[src/rtl/exc_entry_pkg.sv]
package exc_entry_pkg;

  localparam int DATA_W = 32;
  localparam int RF_AW  = 6;
  localparam int FL_W   = 4;

  localparam int SR_COND_LSB = 0;
  localparam int SR_M        = 5;
  localparam int SR_T        = 7;
  localparam int SR_ILC_LSB  = 13;
  localparam int SR_L        = 15;
  localparam int SR_S        = 18;
  localparam int SR_FL_LSB   = 21;
  localparam int SR_FP_LSB   = DATA_W - RF_AW;

  localparam logic [FL_W-1:0] FL_EXC  = FL_W'(2);
  localparam logic [FL_W-1:0] FL_TRAP = FL_W'(6);

  typedef enum logic [1:0] {
    ST_IDLE    = 2'd0,
    ST_SAVE_PC = 2'd1,
    ST_SAVE_SR = 2'd2
  } seq_state_e;

endpackage

[src/rtl/exc_prio_pick.sv]
module exc_prio_pick #(
  parameter int NUM_EXC = 4
) (
  input  logic [NUM_EXC-1:0] req,
  output logic [NUM_EXC-1:0] grant,
  output logic               any
);
  logic [NUM_EXC:0] seen;

  assign seen[0] = 1'b0;

  for (genvar i = 0; i < NUM_EXC; i++) begin : g_chain
    assign grant[i]  = req[i] & ~seen[i];
    assign seen[i+1] = seen[i] | req[i];
  end

  assign any = seen[NUM_EXC];
endmodule

[src/rtl/exc_frame_calc.sv]
module exc_frame_calc
  import exc_entry_pkg::*;
(
  input  logic [RF_AW-1:0] fp,
  input  logic [FL_W-1:0]  fl,
  output logic [RF_AW-1:0] addr_pc,
  output logic [RF_AW-1:0] addr_sr,
  output logic [RF_AW-1:0] fp_next
);
  logic [FL_W:0] fl_eff;

  always_comb begin
    if (fl == '0) fl_eff = (FL_W+1)'(1 << FL_W);
    else          fl_eff = {1'b0, fl};
  end

  assign addr_pc = fp + RF_AW'(fl_eff);
  assign addr_sr = addr_pc + RF_AW'(1);
  assign fp_next = addr_pc;
endmodule

[src/rtl/exc_sr_update.sv]
module exc_sr_update
  import exc_entry_pkg::*;
(
  input  logic [DATA_W-1:0] old_sr,
  input  logic              is_trap,
  input  logic [RF_AW-1:0]  fp_next,
  output logic [DATA_W-1:0] upd_sr
);
  always_comb begin
    upd_sr                           = old_sr;
    upd_sr[SR_S]                     = 1'b1;
    upd_sr[SR_L]                     = 1'b1;
    upd_sr[SR_M]                     = 1'b0;
    upd_sr[SR_T]                     = 1'b0;
    upd_sr[SR_FL_LSB +: FL_W]        = is_trap ? FL_TRAP : FL_EXC;
    upd_sr[SR_FP_LSB +: RF_AW]       = fp_next;
  end
endmodule

[src/rtl/exc_entry_seq.sv]
module exc_entry_seq
  import exc_entry_pkg::*;
#(
  parameter int NUM_EXC = 4
) (
  input  logic                      clk,
  input  logic                      rst,
  input  logic [NUM_EXC-1:0]        exc_req,
  input  logic                      trap_req,
  input  logic [NUM_EXC*DATA_W-1:0] exc_vec_addr,
  input  logic [DATA_W-1:0]         trap_vec_addr,
  input  logic [DATA_W-1:0]         cur_pc,
  input  logic [DATA_W-1:0]         cur_sr,
  output logic [NUM_EXC-1:0]        exc_ack,
  output logic                      trap_ack,
  output logic                      busy,
  output logic                      rf_we,
  output logic [RF_AW-1:0]          rf_waddr,
  output logic [DATA_W-1:0]         rf_wdata,
  output logic                      commit_we,
  output logic [DATA_W-1:0]         new_pc,
  output logic [DATA_W-1:0]         new_sr
);
  seq_state_e state_q;

  logic [NUM_EXC-1:0] grant;
  logic               exc_any;
  logic               accept;
  logic               take_trap;
  logic [DATA_W-1:0]  entry_sel;
  logic [DATA_W-1:0]  pc_word;
  logic [RF_AW-1:0]   addr_pc, addr_sr, fp_next;
  logic [DATA_W-1:0]  upd_sr;

  logic [DATA_W-1:0]  sr_q;
  logic [DATA_W-1:0]  entry_q;
  logic [RF_AW-1:0]   addr_sr_q;
  logic [RF_AW-1:0]   fp_next_q;
  logic               trap_q;

  exc_prio_pick #(.NUM_EXC(NUM_EXC)) u_pick (
    .req   (exc_req),
    .grant (grant),
    .any   (exc_any)
  );

  exc_frame_calc u_frame (
    .fp      (cur_sr[SR_FP_LSB +: RF_AW]),
    .fl      (cur_sr[SR_FL_LSB +: FL_W]),
    .addr_pc (addr_pc),
    .addr_sr (addr_sr),
    .fp_next (fp_next)
  );

  exc_sr_update u_sr (
    .old_sr  (sr_q),
    .is_trap (trap_q),
    .fp_next (fp_next_q),
    .upd_sr  (upd_sr)
  );

  logic [DATA_W-1:0] vec_masked [NUM_EXC+1];
  assign vec_masked[0] = take_trap ? trap_vec_addr : '0;
  for (genvar i = 0; i < NUM_EXC; i++) begin : g_vec
    assign vec_masked[i+1] = vec_masked[i] |
      (exc_vec_addr[i*DATA_W +: DATA_W] & {DATA_W{grant[i]}});
  end
  assign entry_sel = vec_masked[NUM_EXC];

  assign take_trap = trap_req & ~exc_any;
  assign accept    = (state_q == ST_IDLE) & (exc_any | trap_req);
  assign pc_word   = (cur_pc & ~DATA_W'(1)) | DATA_W'(cur_sr[SR_S]);
  assign busy      = (state_q != ST_IDLE);

  always_ff @(posedge clk) begin
    if (rst) begin
      state_q   <= ST_IDLE;
      exc_ack   <= '0;
      trap_ack  <= 1'b0;
      rf_we     <= 1'b0;
      rf_waddr  <= '0;
      rf_wdata  <= '0;
      commit_we <= 1'b0;
      new_pc    <= '0;
      new_sr    <= '0;
      sr_q      <= '0;
      entry_q   <= '0;
      addr_sr_q <= '0;
      fp_next_q <= '0;
      trap_q    <= 1'b0;
    end else begin
      case (state_q)
        ST_IDLE: begin
          commit_we <= 1'b0;
          if (accept) begin
            state_q   <= ST_SAVE_PC;
            exc_ack   <= grant;
            trap_ack  <= take_trap;
            rf_we     <= 1'b1;
            rf_waddr  <= addr_pc;
            rf_wdata  <= pc_word;
            sr_q      <= cur_sr;
            entry_q   <= entry_sel;
            addr_sr_q <= addr_sr;
            fp_next_q <= fp_next;
            trap_q    <= take_trap;
          end else begin
            exc_ack  <= '0;
            trap_ack <= 1'b0;
            rf_we    <= 1'b0;
          end
        end
        ST_SAVE_PC: begin
          state_q   <= ST_SAVE_SR;
          exc_ack   <= '0;
          trap_ack  <= 1'b0;
          rf_we     <= 1'b1;
          rf_waddr  <= addr_sr_q;
          rf_wdata  <= sr_q;
          commit_we <= 1'b1;
          new_pc    <= entry_q;
          new_sr    <= upd_sr;
        end
        default: begin
          state_q   <= ST_IDLE;
          exc_ack   <= '0;
          trap_ack  <= 1'b0;
          rf_we     <= 1'b0;
          commit_we <= 1'b0;
        end
      endcase
    end
  end
endmodule

[config.mk]
export PLATFORM = sky130hd
export DESIGN_NAME = exc_entry_seq
export DESIGN_NICKNAME = d
export VERILOG_FILES = /design/src/rtl/exc_entry_pkg.sv /design/src/rtl/exc_prio_pick.sv /design/src/rtl/exc_frame_calc.sv /design/src/rtl/exc_sr_update.sv /design/src/rtl/exc_entry_seq.sv
export SDC_FILE = /design/constraint.sdc
export NUM_CORES = 1
export LEC_CHECK = 0
export BUFFER_PORTS_ARGS = -buffer_cell sky130_fd_sc_hd__buf_2
export CAP_MARGIN = 20
export CORE_ASPECT_RATIO = 0.8
export CORE_MARGIN = 4
export CORE_UTILIZATION = 34
export DETAILED_ROUTE_END_ITERATION = 6
export GPL_ROUTABILITY_DRIVEN = 0
export PLACE_DENSITY = 0.59
export SETUP_SLACK_MARGIN = 0.5
export SLEW_MARGIN = 20
export SYNTH_ARGS = -nofsm -noshare
export SYNTH_HDL_FRONTEND = slang
export SYNTH_SLANG_ARGS = --single-unit
[constraint.sdc]
create_clock -name clk -period 2.3 [get_ports clk]
set_clock_uncertainty 0.1 [all_clocks]
set_input_delay 0.115 -clock clk [delete_from_list [all_inputs] [get_ports clk]]
set_output_delay 0.115 -clock clk [all_outputs]
set_load 0.05 [all_outputs]
==> impl_metrics.toml <==
[yosys]
synth_area_leader_cell = "dfxtp_1"
synthTopCellsByArea = "dfxtp_1 (48%), nand2_1 (14%), a21oi_1 (7.8%), a22oi_1 (4.9%), a221oi_1 (3.7%)"
async_flop_share_pct = 0
synth-xor-area-share_pct = 0.465
synth_cell_types = 42
synth_top_family_by_area = "compound AO/OA/AOI/OAI gates"
ys_top_cells_by_count = "nand2_1 (282), dfxtp_1 (182), a21oi_1 (117)"
synth_fa_ha_area_share_pct = 1.26
syn_inst = 936
syn-mean-instance-area_um2 = 8.05
syn_area_um2 = 7540
synth_mux_area_share_pct = 0
ys_ff_latch = 182
synthMostInstantiatedCell = "nand2_1"
synth_top_area_share_pct = 48.3
synth_compound_area_share_pct = 22.9
ys_warn_count = 0
synth_ff_type = "dfxtp_1"
synth-edff-count = 0
synth_sequential_area_ratio_pct = 48.3
synth-simple-area-share_pct = 21.0

[final_layout]
num_antenna_cells = 0
drive_gt1_share_pct = 32.1
syn_to_final_growth_pct = 56.6
fin_util_pct = 54.4
fill_cells = 2039
final_cells = 1688
fin_nets = 1613

[die]
die-area_um2 = 24600
die_h_um = 141
core-area_um2 = 21700
num_rows = 48
die_w_um = 174
pin_count = 341
initial_utilization_pct = 34.8

[critical_path]
crit_type = "reg -> reg"
worstPathCellList = "or2_4, a21oi_4, buf_12, buf_12, clkbuf_16, o211ai_1, a221oi_1, nor3_1"
cpMostUsedCell = "buf_12"
cp.required_ps = 2510
r2r_setup_slack_ps = 510
cp.arrival_ps = 2010
crit_path_start_kind = "flip-flop"
path_buf_inv = 3
cp-end-kind = "flip-flop"
crit_fanout = 7
critPathSlowestCell = "dfxtp_4"
path_delay_family = "compound AO/OA/AOI/OAI gates"
cpPeakStageDelay_ps = 360

[routing]
vias = 8344
post_drt_wl_per_cell_um = 16.1
dr.pass1.iters = 5
drtAntennaViolNets = 0
route.detailed.drc = 0
drt_iter0_drc = 481
drt-total-wl_um = 27200
via_per_inst = 4.94

[global_route]
grt_antenna_before_repair = 0
grt_pass1_vias = 8213
grt-ovfl-total = 0
grt_use_total_pct = 21.0
grt_max_degree = 68
grt_pass1_wl_um = 42300

[min_path]
min_path_type = "in -> reg"

[pwr]
netSwitchingPower_mw = 2.88
total_power_mw = 8.76
p_leak_nw = 5.22
clkPwrFrac_pct = 33.0
pwr-share-seq_pct = 40.6
p_int_mw = 5.88
power_density_nw_per_um2 = 742
swShare_pct = 32.9
peakVddDrop_v = 0.000319
pwr-share-comb_pct = 26.3

[status]
violations = "negative hold slack"
status = "finished with violations"

[clocking]
cts-buffers-inserted = 17
cts_sinks = 182
cts-root-buf = "clkbuf_16"
clkLatencyLatePin_ps = 420
htree_levels = 4
clockBufferDepth = 2
clkTransAtPathRegs_ps = 80
cts_tree = "yes"

[timing]
hold_violations = 2
period_share_pct = 77.9
timing.hold.ws_ps = -8.12
slew_headroom_pct = 58.3
achievable-frequency_mhz = 558
layout_min_cycle_time_ps = 1790
setup_viol = 0
finalMaxSlewViolations = 0
max_slew.worst_pin.slew_ps = 623
rsz0062_at_grt = "yes"
finalSetupTns_ps = 0

[place]
portBuffers = 335
hpwl_um = 17300
placed_cells = 1508

[flow_run]
max_cap_viol_count = 0
-- path summary, 6_finish.rpt --
| check | from | endpoint | depth (start not counted) |
|---|---|---|---|
| worst max-delay path | state_q[1]$_SDFFE_PP0P_ | entry_q[7]$_SDFFE_PP0P_ | 8 |
| worst min-delay path | exc_vec_addr[8] | entry_q[8]$_SDFFE_PP0P_ | 5 |
| worst max register to register | state_q[1]$_SDFFE_PP0P_ | entry_q[7]$_SDFFE_PP0P_ | 8 |
| worst min register to register | entry_q[30]$_SDFFE_PP0P_ | new_pc[30]$_SDFFE_PP0P_ | 2 |
-- registers in the layout, indices dropped and copies added, names as in the netlist --
signal,cells
new_pc,32
fp_next_q,6
new_sr,26
entry_q,32
addr_sr_q,6
sr_q,32
trap_ack,1
exc_ack,4
trap_q,1
rf_we,1
rf_wdata,32
commit_we,1
rf_waddr,6
state_q,2
-- layout by cell type (no fill, tap or decap), types with 5 or more instances in the layout --
| master | netlist | final |
|---|---|---|
| buf_2 | 25 | 334 |
| o211ai_1 | 32 | 32 |
| nor3_1 | 33 | 33 |
| dlygate4sd3_1 | 0 | 132 |
| a31oi_1 | 21 | 21 |
| dfxtp_1 | 182 | 181 |
| buf_16 | 0 | 5 |
| clkbuf_16 | 0 | 19 |
| buf_4 | 9 | 22 |
| a22oi_1 | 49 | 48 |
| a221oi_2 | 0 | 19 |
| a21oi_1 | 117 | 117 |
| a221oi_1 | 32 | 13 |
| ha_1 | 6 | 5 |
| buf_12 | 0 | 8 |
| nor2_1 | 47 | 45 |
| nand2_1 | 282 | 282 |
-- routing by layer --
layer  vias to the layer above  routed length [µm]  global-route usage [%]  part of all wire [%]
met5                         -                   0                       0                     0
met4                         0                 569                    7.04                   2.1
met3                        42                1610                    4.85                   5.9
met2                       272               13200                    35.8                    48
met1                      3896               11900                    26.3                    44
li1                       4134                   -                       -                     -
-- worst min-delay path, cell delays in order --
cell and delay, ps:
buf_2 70, nand2_1 40, o211ai_1 80, a221oi_1 50
nor3_1 110
-- stage by stage --
step                setup slack (ps)  area [µm²]
CTS                              500       11600
detailed placement              88.7        9470
global placement                 159        9470
global route                     424       11800
floorplan                        508        7550
finish                           507       11800
-- layout make-up --
class	instances	area, µm²	area share, %
multi-input cells	665	3620	30.6
well taps	300	375	3.18
repair buffers	507	3570	30.3
inverters	2	7.51	0.0636
flip-flops and latches	182	3650	30.9
clock inverters	15	158	1.34
clock buffers	17	425	3.60
-- timing repair --
action                                  in CTS  in global routing
hold buffers                               131                  1
resized for setup                           13                 20
endpoints found under the setup margin      89                 53
setup buffers                                5                  5
pin swaps                                    1                 13
gates cloned                                 4                  2
hold endpoints to repair                   100                  1
-- power groups by stage --
stage	logic [mW]	clock network (mW)	registers, mW
global route	2.50	3.12	3.59
CTS	2.24	3.00	3.56
floorplan	0.875	0	4.04
detailed placement	1.92	0	3.63
finish	2.31	2.90	3.56
global placement	1.90	0	3.62
-- cells by family (layout without fill, tap and decap cells) --
group                      Yosys count  in the layout
and+or+nand+nor                    386            386
adders and majority gates            7              7
other                                1              4
xor gates and xnor gates             4              4
AOI/OAI and AO/OA                  264            264
DFF                                182            182
buffers and inverters               92            541
(Power assumes the default switching activity.)
